$ cat src/rtl/sat_pkg.sv
// Shared constants for the per-stream serial output advance timer.
// Assumes the fine step clock runs at 16 steps per 8 Mb/s bit cell.
package sat_pkg;
    localparam int ADV_CODE_W    = 2;   // width of one stream's advance code
    localparam int STEPS_8M      = 16;  // steps per bit cell at 8 Mb/s
    localparam int STEPS_16M     = 8;   // steps per bit cell at 16 Mb/s
    localparam int BITS_PER_BYTE = 8;   // bits in one channel byte
endpackage

$ cat src/rtl/sat_phase.sv
// Frame-phase counter in fine steps.
// Counts 0..FRAME_STEPS-1 and is cleared by the frame pulse. It also
// gives the value the counter takes at the next edge, which the lanes use
// to register their outputs in the matching cycle.
module sat_phase #(
    parameter int FRAME_STEPS = 16384,
    parameter int PH_W        = 14
) (
    input  logic            clk_i,
    input  logic            rst_ni,
    input  logic            frame_i,
    output logic [PH_W-1:0] phase_q,
    output logic [PH_W-1:0] phase_nxt
);
    // Next phase: cleared by the pulse, otherwise count and wrap.
    always_comb begin
        if (frame_i) begin
            phase_nxt = '0;
        end else if (phase_q == PH_W'(FRAME_STEPS - 1)) begin
            phase_nxt = '0;
        end else begin
            phase_nxt = phase_q + 1'b1;
        end
    end

    // Phase register.
    always_ff @(posedge clk_i) begin
        if (!rst_ni) begin
            phase_q <= '0;
        end else begin
            phase_q <= phase_nxt;
        end
    end
endmodule

$ cat src/rtl/sat_regbank.sv
// Host code registers with a staging copy and an active copy.
// Writes land in the staging copy. The active copy takes the staging copy
// at each frame pulse. Reads return the staging copy.
// Assumes NUM_REGS >= 2.
module sat_regbank #(
    parameter int NUM_REGS  = 4,
    parameter int REG_W     = 16,
    parameter int ADDR_W    = 8,
    parameter int BASE_ADDR = 28
) (
    input  logic                      clk_i,
    input  logic                      rst_ni,
    input  logic                      frame_i,
    input  logic                      wr_i,
    input  logic [ADDR_W-1:0]         addr_i,
    input  logic [REG_W-1:0]          wdata_i,
    output logic [REG_W-1:0]          rdata_o,
    output logic [NUM_REGS*REG_W-1:0] cfg_o,
    output logic [NUM_REGS*REG_W-1:0] act_o
);
    localparam int IDX_W = $clog2(NUM_REGS);

    logic [NUM_REGS-1:0][REG_W-1:0] cfg_q;
    logic [NUM_REGS-1:0][REG_W-1:0] act_q;
    logic [ADDR_W-1:0]              off;
    logic                           hit;
    logic [IDX_W-1:0]               idx;

    // Address decode: offset from the base, and whether it is in the window.
    always_comb off = addr_i - ADDR_W'(BASE_ADDR);
    always_comb hit = ({1'b0, off} < (ADDR_W + 1)'(NUM_REGS));
    always_comb idx = off[IDX_W-1:0];

    // Staging registers: host writes.
    always_ff @(posedge clk_i) begin
        if (!rst_ni) begin
            cfg_q <= '0;
        end else begin
            for (int r = 0; r < NUM_REGS; r++) begin
                if (wr_i && hit && (idx == IDX_W'(r))) begin
                    cfg_q[r] <= wdata_i;
                end
            end
        end
    end

    // Active registers: load the staging copy at the frame pulse.
    always_ff @(posedge clk_i) begin
        if (!rst_ni) begin
            act_q <= '0;
        end else if (frame_i) begin
            act_q <= cfg_q;
        end
    end

    // Read mux.
    always_comb rdata_o = hit ? cfg_q[idx] : '0;

    assign cfg_o = cfg_q;
    assign act_o = act_q;
endmodule

$ cat src/rtl/sat_lane.sv
// One stream's launch timing.
// Launches a bit at the edge where the next phase plus the code lands on a
// nominal boundary, and picks the byte bit from the slot number.
// Assumes FRAME_STEPS is a multiple of 16.
module sat_lane
    import sat_pkg::*;
#(
    parameter int FRAME_STEPS = 16384,
    parameter int PH_W        = 14
) (
    input  logic                  clk_i,
    input  logic                  rst_ni,
    input  logic [PH_W-1:0]       phase_nxt_i,
    input  logic [ADV_CODE_W-1:0] code_i,
    input  logic                  rate16_i,
    input  logic [7:0]            byte_i,
    output logic                  ser_o,
    output logic                  launch_o
);
    localparam int AW = PH_W + 1;

    logic [AW-1:0] ahead_raw;
    logic [AW-1:0] ahead;
    logic [AW-1:0] slot;
    logic          on_edge;
    logic [2:0]    pos;

    // Phase shifted ahead by the code, taken modulo the frame length.
    always_comb ahead_raw = {1'b0, phase_nxt_i} + AW'(code_i);
    always_comb ahead = (ahead_raw >= AW'(FRAME_STEPS))
                      ? ahead_raw - AW'(FRAME_STEPS) : ahead_raw;

    // Boundary test and slot number for the selected rate.
    always_comb begin
        if (rate16_i) begin
            on_edge = (ahead % AW'(STEPS_16M)) == '0;
            slot    = ahead / AW'(STEPS_16M);
        end else begin
            on_edge = (ahead % AW'(STEPS_8M)) == '0;
            slot    = ahead / AW'(STEPS_8M);
        end
    end

    // Bit position within the byte, sent most significant bit first.
    always_comb pos = 3'(slot % AW'(BITS_PER_BYTE));

    // Output register and launch strobe.
    always_ff @(posedge clk_i) begin
        if (!rst_ni) begin
            ser_o    <= 1'b0;
            launch_o <= 1'b0;
        end else begin
            launch_o <= on_edge;
            if (on_edge) begin
                ser_o <= byte_i[3'd7 - pos];
            end
        end
    end
endmodule

$ cat src/rtl/stream_advance_timer.sv
// Top level: one frame-phase counter, one code register bank, and one
// timing lane per stream. Stream n's code sits at bits [2n+1:2n] of the
// concatenated registers. At the pulse edge the lanes see the staged
// codes, so a new code also governs the launch at phase 0.
module stream_advance_timer
    import sat_pkg::*;
#(
    parameter int NUM_STREAMS = 32,
    parameter int REG_W       = 16,
    parameter int ADDR_W      = 8,
    parameter int BASE_ADDR   = 28,
    parameter int FRAME_BITS  = 1024
) (
    input  logic                     clk_i,
    input  logic                     rst_ni,
    input  logic                     frame_i,
    input  logic                     host_wr_i,
    input  logic [ADDR_W-1:0]        host_addr_i,
    input  logic [REG_W-1:0]         host_wdata_i,
    output logic [REG_W-1:0]         host_rdata_o,
    input  logic [NUM_STREAMS-1:0]   rate16_i,
    input  logic [NUM_STREAMS*8-1:0] tx_byte_i,
    output logic [NUM_STREAMS-1:0]   ser_o,
    output logic [NUM_STREAMS-1:0]   launch_o
);
    localparam int STREAMS_PER_REG = REG_W / ADV_CODE_W;
    localparam int NUM_REGS        = NUM_STREAMS / STREAMS_PER_REG;
    localparam int FRAME_STEPS     = FRAME_BITS * STEPS_8M;
    localparam int PH_W            = $clog2(FRAME_STEPS);

    logic [PH_W-1:0]           phase_q;
    logic [PH_W-1:0]           phase_nxt;
    logic [NUM_REGS*REG_W-1:0] cfg_flat;
    logic [NUM_REGS*REG_W-1:0] act_flat;
    logic [NUM_REGS*REG_W-1:0] eff_flat;

    sat_phase #(
        .FRAME_STEPS (FRAME_STEPS),
        .PH_W        (PH_W)
    ) u_phase (
        .clk_i     (clk_i),
        .rst_ni    (rst_ni),
        .frame_i   (frame_i),
        .phase_q   (phase_q),
        .phase_nxt (phase_nxt)
    );

    sat_regbank #(
        .NUM_REGS  (NUM_REGS),
        .REG_W     (REG_W),
        .ADDR_W    (ADDR_W),
        .BASE_ADDR (BASE_ADDR)
    ) u_regs (
        .clk_i   (clk_i),
        .rst_ni  (rst_ni),
        .frame_i (frame_i),
        .wr_i    (host_wr_i),
        .addr_i  (host_addr_i),
        .wdata_i (host_wdata_i),
        .rdata_o (host_rdata_o),
        .cfg_o   (cfg_flat),
        .act_o   (act_flat)
    );

    // Codes in force at this edge: staged ones at a pulse, else active ones.
    always_comb eff_flat = frame_i ? cfg_flat : act_flat;

    for (genvar n = 0; n < NUM_STREAMS; n++) begin : g_lane
        sat_lane #(
            .FRAME_STEPS (FRAME_STEPS),
            .PH_W        (PH_W)
        ) u_lane (
            .clk_i       (clk_i),
            .rst_ni      (rst_ni),
            .phase_nxt_i (phase_nxt),
            .code_i      (eff_flat[n*ADV_CODE_W +: ADV_CODE_W]),
            .rate16_i    (rate16_i[n]),
            .byte_i      (tx_byte_i[n*8 +: 8]),
            .ser_o       (ser_o[n]),
            .launch_o    (launch_o[n])
        );
    end
endmodule

$ cat config.mk
export PLATFORM = sky130hd
export DESIGN_NAME = stream_advance_timer
export DESIGN_NICKNAME = d
export VERILOG_FILES = /design/src/rtl/sat_pkg.sv /design/src/rtl/sat_phase.sv /design/src/rtl/sat_regbank.sv /design/src/rtl/sat_lane.sv /design/src/rtl/stream_advance_timer.sv
export SDC_FILE = /design/constraint.sdc
export NUM_CORES = 1
export LEC_CHECK = 0
export BUFFER_PORTS_ARGS = -buffer_cell sky130_fd_sc_hd__buf_4
export CORE_UTILIZATION = 55
export CTS_BUF_LIST = sky130_fd_sc_hd__clkbuf_2 sky130_fd_sc_hd__clkbuf_4 sky130_fd_sc_hd__clkbuf_8
export DETAILED_ROUTE_END_ITERATION = 6
export GPL_ROUTABILITY_DRIVEN = 0
export PLACE_DENSITY_LB_ADDON = 0.15
export SLEW_MARGIN = 20
export SYNTH_ARGS = -nofsm -noshare
export SYNTH_HDL_FRONTEND = slang
export SYNTH_HIERARCHICAL = 1
export SYNTH_SLANG_ARGS = --single-unit
$ cat constraint.sdc
create_clock -name clk_i -period 13.2 [get_ports clk_i]
set_input_delay 1.98 -clock clk_i [delete_from_list [all_inputs] [get_ports clk_i]]
set_output_delay 1.98 -clock clk_i [all_outputs]
set_load 0.01 [all_outputs]
==> impl_metrics.tcl, run 1 <==
set metrics [dict create \
    grt-ovfl-total 0 \
    rrSetupSlack_ns 7.95 \
    synthToLayoutAreaGrowth_pct 18.68 \
    dieArea_um2 41380 \
    p_leak_nw 12.92 \
    grt_setup_unrepaired "no" \
    drv_slew 0 \
    antenna_left 0 \
    first_global_vias 19690 \
    dp_hpwl_um 45530 \
    crit_cells 11 \
    finClkSkew_ns 0.02097 \
    drt_pre_antenna_iters 6 \
    clock-root-buffer "clkbuf_8" \
    r2r-end "g_lane[7].u_lane/ser_o" \
    worstPathRequired_ns 13.69 \
    cap_violations 0 \
    clk_pin_slew_ns 0.07 \
    tightest_slew_ns 1.127 \
    drive_gt1_frac 0.2504 \
    crit_start "frame_i" \
    core_um2 39910 \
    syn-cell-area_um2 22320 \
    start_kind "input port" \
    worstSetupEndpoint "g_lane[7].u_lane/ser_o" \
    cts_resized 0 \
    slowest_delay_ns 0.73 \
    worst-path-buf-inv 3 \
    first_iter_violations 1389 \
    end_kind "flip-flop" \
    cp_top_family "simple AND/OR/NAND/NOR gates" \
    post_cts_buffers 0 \
    status "finished, final reports clean" \
    grt_first_pass_wirelength_um 98280 \
    rows 73 \
    slew_headroom 0.2455 \
    die_width_um 203.4 \
    syn_nets 2929 \
    syn_area_per_cell_um2 8.869 \
    clk-insertion-delay-late_ns 0.61 \
    htree_levels 2 \
    route.detailed.wl_per_inst_um 17.64 \
    antenna_found_initial 0 \
    layout.nets 3305 \
    drc_errors 0 \
    routed_wirelength_um 60770 \
    antenna_cells 0 \
    die_y_um 203.4 \
    r2r_start "u_phase/phase_q[0]" \
    fmax_mhz 160.4 \
    path_max_fanout 75 \
    postLayoutCoreUtil 0.6635 \
    grt_usage 0.2879 \
    vias 20300 \
    hold_viol_final 0 \
    synth-warning-count 6 \
    final.period_utilization 0.4723 \
    rr_worst_depth 13 \
    start_util 0.5591 \
    synth_cells 2516 \
    path_common_cell "buf_4" \
    cts_tree "yes" \
    slowest_stage "nor2_4" \
    ir_drop_mv 0.05260 \
    vias_per_cell 5.894 \
    setup_violations 0 \
    cp_cell_sequence "clkbuf_8 > or2_1 > nor2_4 > buf_4 > buf_4 > nand3b_1 > xnor2_1 > and3_1 > mux2i_1 > o2111a_1 > a2111oi_2" \
    min_period_ns 6.235 \
    setup.worst_path.class "input port to flip-flop" \
    holdBufCountCts 0 \
    cts.path.max_buffers 3 \
    grt_max_degree 97 \
    io_pins 396 \
    clock-sinks 206 \
    io_buffers 395 \
    p_per_area_nw_per_um2 65.11 \
    crit_arrival_ns 6.72 \
    finalSetupTns_ns 0 \
    holdCritPathClass "flip-flop to flip-flop" \
    cts_inserted_buffers 41 \
]
==> stage by stage <==
step | instance area (µm²) | cells | total power, W | worst slack [ns] | hold WS, ns
2_1_floorplan | 22320 | 2516 | 0.0008618 | 2.570 | 0.4375
3_3_place_gp | 25610 | 3374 | 0.001002 | 6.573 | 0.4750
3_5_place_dp | 25610 | 3374 | 0.001011 | 6.332 | 0.4866
4_1_cts | 26480 | 3444 | 0.001743 | 6.977 | 0.4954
5_1_grt | 26480 | 3444 | 0.001800 | 6.649 | 0.5180
6_report | 26480 | 3444 | 0.001724 | 6.965 | 0.4934
==> tightest hold or removal path, stage by stage, from the launching register on <==
cell	delay (ns)
dfxtp_1	0.33
nand2_1	0.06
mux2i_1	0.05
==> sequential cells by signal, indices dropped and copies added (netlist names) <==
signal and cells:
g_lane.u_lane/launch_o 32, u_phase/phase_q 14, g_lane.u_lane/ser_o 32, u_regs/act_o 64
u_regs/cfg_o 64
==> power breakdown <==
group / total, W / internal (W) / switching (W)
Clock: 0.000723 / 0.000404 / 0.000319
Sequential: 0.000652 / 0.000641 / 0.0000109
Combinational: 0.000349 / 0.000168 / 0.000182
Total: 0.00172 / 0.00121 / 0.000511
==> cell type report <==
cell class / count / area, µm²
Timing Repair Buffer: 410 / 3088
Inverter: 194 / 728.2
Tap cell: 525 / 656.9
Multi-Input combinational cell: 2039 / 17010
Clock buffer: 52 / 690.7
Clock inverter: 18 / 182.7
Sequential cell: 206 / 4124
Fill cell: 3236 / 13430
==> routing by layer <==
metal  vias to the layer above  GRT usage  part of all wire
li1                       9765          -                 -
met1                      9819     0.3607              0.44
met2                       610     0.5041              0.48
met3                       106    0.04634             0.060
met4                         0    0.08620             0.023
met5                         -          0                 0
==> placed cells by master (no fill, tap or decap), types with 40 or more instances in the layout <==
master and count:
inv_1 194, xnor2_1 71, nand2_1 307, and3_1 84
ha_1 65, nand3_1 40, a311oi_1 64, nor2_1 271
xor2_1 100, nor2b_1 65, clkbuf_8 49, nor3_1 66
nand3b_1 64, mux2i_1 352, dfxtp_1 206, buf_4 408
mux2_4 60
==> worst min path at each step <==
stage | end | start | depth (start not counted)
after global routing | u_regs/cfg_o[7] | u_regs/cfg_o[7] | 2
after floorplan | u_phase/phase_q[0] | u_phase/phase_q[0] | 1
final | u_regs/cfg_o[54] | u_regs/cfg_o[54] | 2
after detailed placement | u_regs/cfg_o[54] | u_regs/cfg_o[54] | 2
after CTS | u_regs/cfg_o[63] | u_regs/cfg_o[63] | 2
after global placement | u_phase/phase_q[13] | u_phase/phase_q[13] | 2
(Power assumes the default switching activity.)
==> run 2, diff against run 1 <==
--- a/config.mk
+++ b/config.mk
@@ -6,7 +6,7 @@
 export NUM_CORES = 1
 export LEC_CHECK = 0
 export BUFFER_PORTS_ARGS = -buffer_cell sky130_fd_sc_hd__buf_4
-export CORE_UTILIZATION = 55
+export CORE_UTILIZATION = 54
 export CTS_BUF_LIST = sky130_fd_sc_hd__clkbuf_2 sky130_fd_sc_hd__clkbuf_4 sky130_fd_sc_hd__clkbuf_8
 export DETAILED_ROUTE_END_ITERATION = 6
 export GPL_ROUTABILITY_DRIVEN = 0
==> constraint.sdc (replaced) <==
create_clock -name clk_i -period 5.7 [get_ports clk_i]
set_input_delay 0.855 -clock clk_i [delete_from_list [all_inputs] [get_ports clk_i]]
set_output_delay 0.855 -clock clk_i [all_outputs]
set_load 0.01 [all_outputs]
==> run 2 against run 1 <==
Effect of this change:
- global-route usage fell by 0.85 points
- critical path depth rose by 4
- cell count rose by 0.26%
- worst hold slack got worse by 0.0016 ns
- sequential cell count did not move
- die area rose by 1.8%
- clock-buffer cell count rose by 2
- largest power group unchanged
==> impl_metrics.tcl, run 2 (synthesis gave the netlist of run 1 again) <==
set metrics [dict create \
    holdCritPathClass "flip-flop to flip-flop" \
    rows 74 \
    dp_hpwl_um 44800 \
    vias_per_cell 5.819 \
    synthToLayoutAreaGrowth_pct 19.20 \
    finClkSkew_ns 0.02398 \
    status "finished, final reports clean" \
    rrSetupSlack_ns 1.07 \
    end_kind "flip-flop" \
    p_leak_nw 12.96 \
    final.period_utilization 0.8121 \
    first_global_vias 19520 \
    holdBufCountCts 0 \
    cap_violations 0 \
    fmax_mhz 216.0 \
    p_per_area_nw_per_um2 151.0 \
    finalSetupTns_ns 0 \
    ir_drop_mv 0.1369 \
    core_um2 40830 \
    fill_cells 3438 \
    post_cts_buffers 0 \
    drive_gt1_frac 0.2502 \
    start_kind "flip-flop" \
    tightest_slew_ns 1.080 \
    die_width_um 205.3 \
    worstHoldEndpoint "u_regs/cfg_o[48]" \
    clk_pin_slew_ns 0.07 \
    setup.worst_path.class "flip-flop to flip-flop" \
    worstPathRequired_ns 6.17 \
    hold_viol_final 0 \
    start_util 0.5465 \
    clk-insertion-delay-late_ns 0.57 \
    crit_arrival_ns 5.10 \
    r2r-end "g_lane[24].u_lane/ser_o" \
    grt_setup_unrepaired "no" \
    htree_levels 2 \
    slew_headroom 0.2766 \
    cts_resized 0 \
    route.detailed.wl_per_inst_um 17.49 \
    hold_slack_ns 0.4918 \
    final_common_cell "buf_4" \
    r2r_start "u_phase/phase_q[0]" \
    drv_slew 0 \
    first_iter_violations 1202 \
    final_cell_mix "buf_4, mux2i_1, nand2_1" \
    rr_worst_depth 15 \
    layout.nets 3303 \
    die_y_um 205.3 \
    hold_start "u_regs/cfg_o[48]" \
    cts_tree "yes" \
    setup_violations 0 \
    placedInstanceArea_um2 25690 \
    cts_inserted_buffers 40 \
    routed_wirelength_um 60400 \
    antenna_found_initial 4 \
    drc_errors 0 \
    design_area_um2 26600 \
    min_period_ns 4.629 \
    drt_pre_antenna_iters 5 \
    grt-ovfl-total 0 \
    clock-sinks 206 \
    grt_max_degree 133 \
    grt_first_pass_wirelength_um 96780 \
    path_max_fanout 22 \
    whs_path_depth 2 \
    place_inst 3380 \
    antenna_left 0 \
    io_buffers 395 \
    instances_no_fill 3453 \
    vias 20090 \
    clock-root-buffer "clkbuf_8" \
    dieArea_um2 42140 \
    grt_usage 0.2794 \
    io_pins 396 \
    cts.path.max_buffers 3 \
]
## run 2: cell types whose count changed in the layout (fill, tap and decap cells not counted)
cell	delta
clkbuf_4	+2
bufinv_16	+1
diode_2	+3
buf_16	+1
clkinvlp_4	-3
inv_8	+1
inv_6	-1
buf_4	-7
buf_12	+5
## run 2: critical path: stages (launching register included)
cell       delay [ns]
dfxtp_1          0.37
ha_1             0.29
nand4_1          0.18
nor4_1           0.09
or2_1            0.40
nor2_4           0.64
buf_4            0.37
ha_1             0.23
inv_1            0.07
fa_1             0.40
nand3b_1         0.25
xnor2_1          0.45
and3_1           0.23
mux2i_1          0.07
o2111a_1         0.17
a2111oi_2        0.31
## run 2: worst max path at each step
stage / from / to / slack [ns] / cells past startpoint
CTS: u_phase/phase_q[0] / g_lane[24].u_lane/ser_o / 1.04 / 15
detailed placement: frame_i / g_lane[24].u_lane/ser_o / 0.99 / 13
global route: u_phase/phase_q[0] / g_lane[24].u_lane/ser_o / 0.69 / 15
finish: u_phase/phase_q[0] / g_lane[24].u_lane/ser_o / 1.07 / 15
global placement: frame_i / g_lane[15].u_lane/ser_o / 1.16 / 13
floorplan: frame_i / g_lane[0].u_lane/ser_o / 0.71 / 9
## run 2: stage by stage
stage / util / total power, W / worst slack (ns)
CTS: 0.6513 / 0.004058 / 1.036
global placement: 0.6286 / 0.002322 / 1.155
floorplan: - / 0.001996 / 0.7123
finish: 0.6514 / 0.004018 / 1.071
detailed placement: 0.6293 / 0.002345 / 0.9921
global route: 0.6514 / 0.004197 / 0.6937
## run 2: report_power, final
group | internal, W | leakage [nW] | switching, W
clock | 0.000992 | 0.475 | 0.000707
sequential | 0.00148 | 1.68 | 0.0000257
combinational | 0.000391 | 10.8 | 0.000418
## run 2: layout make-up
cell class                      count  area (µm²)  share of cell area
Antenna cell                        3       7.507           0.0002822
Multi-Input combinational cell   2039       17010              0.6396
Sequential cell                   206        4124              0.1550
Clock buffer                       54       705.7             0.02653
Timing Repair Buffer              409        3163              0.1189
Clock inverter                     16       192.7            0.007244
Tap cell                          532       665.6             0.02502
Inverter                          194       728.2             0.02738
## run 2: routing by layer
layer  vias up  part of all wire  GRT usage
li1       9795                 -          -
met1      9658              0.44     0.3460
met2       542              0.49     0.4972
met3        97             0.054    0.04482
met4         2             0.021    0.07619
met5         -           0.00025          0
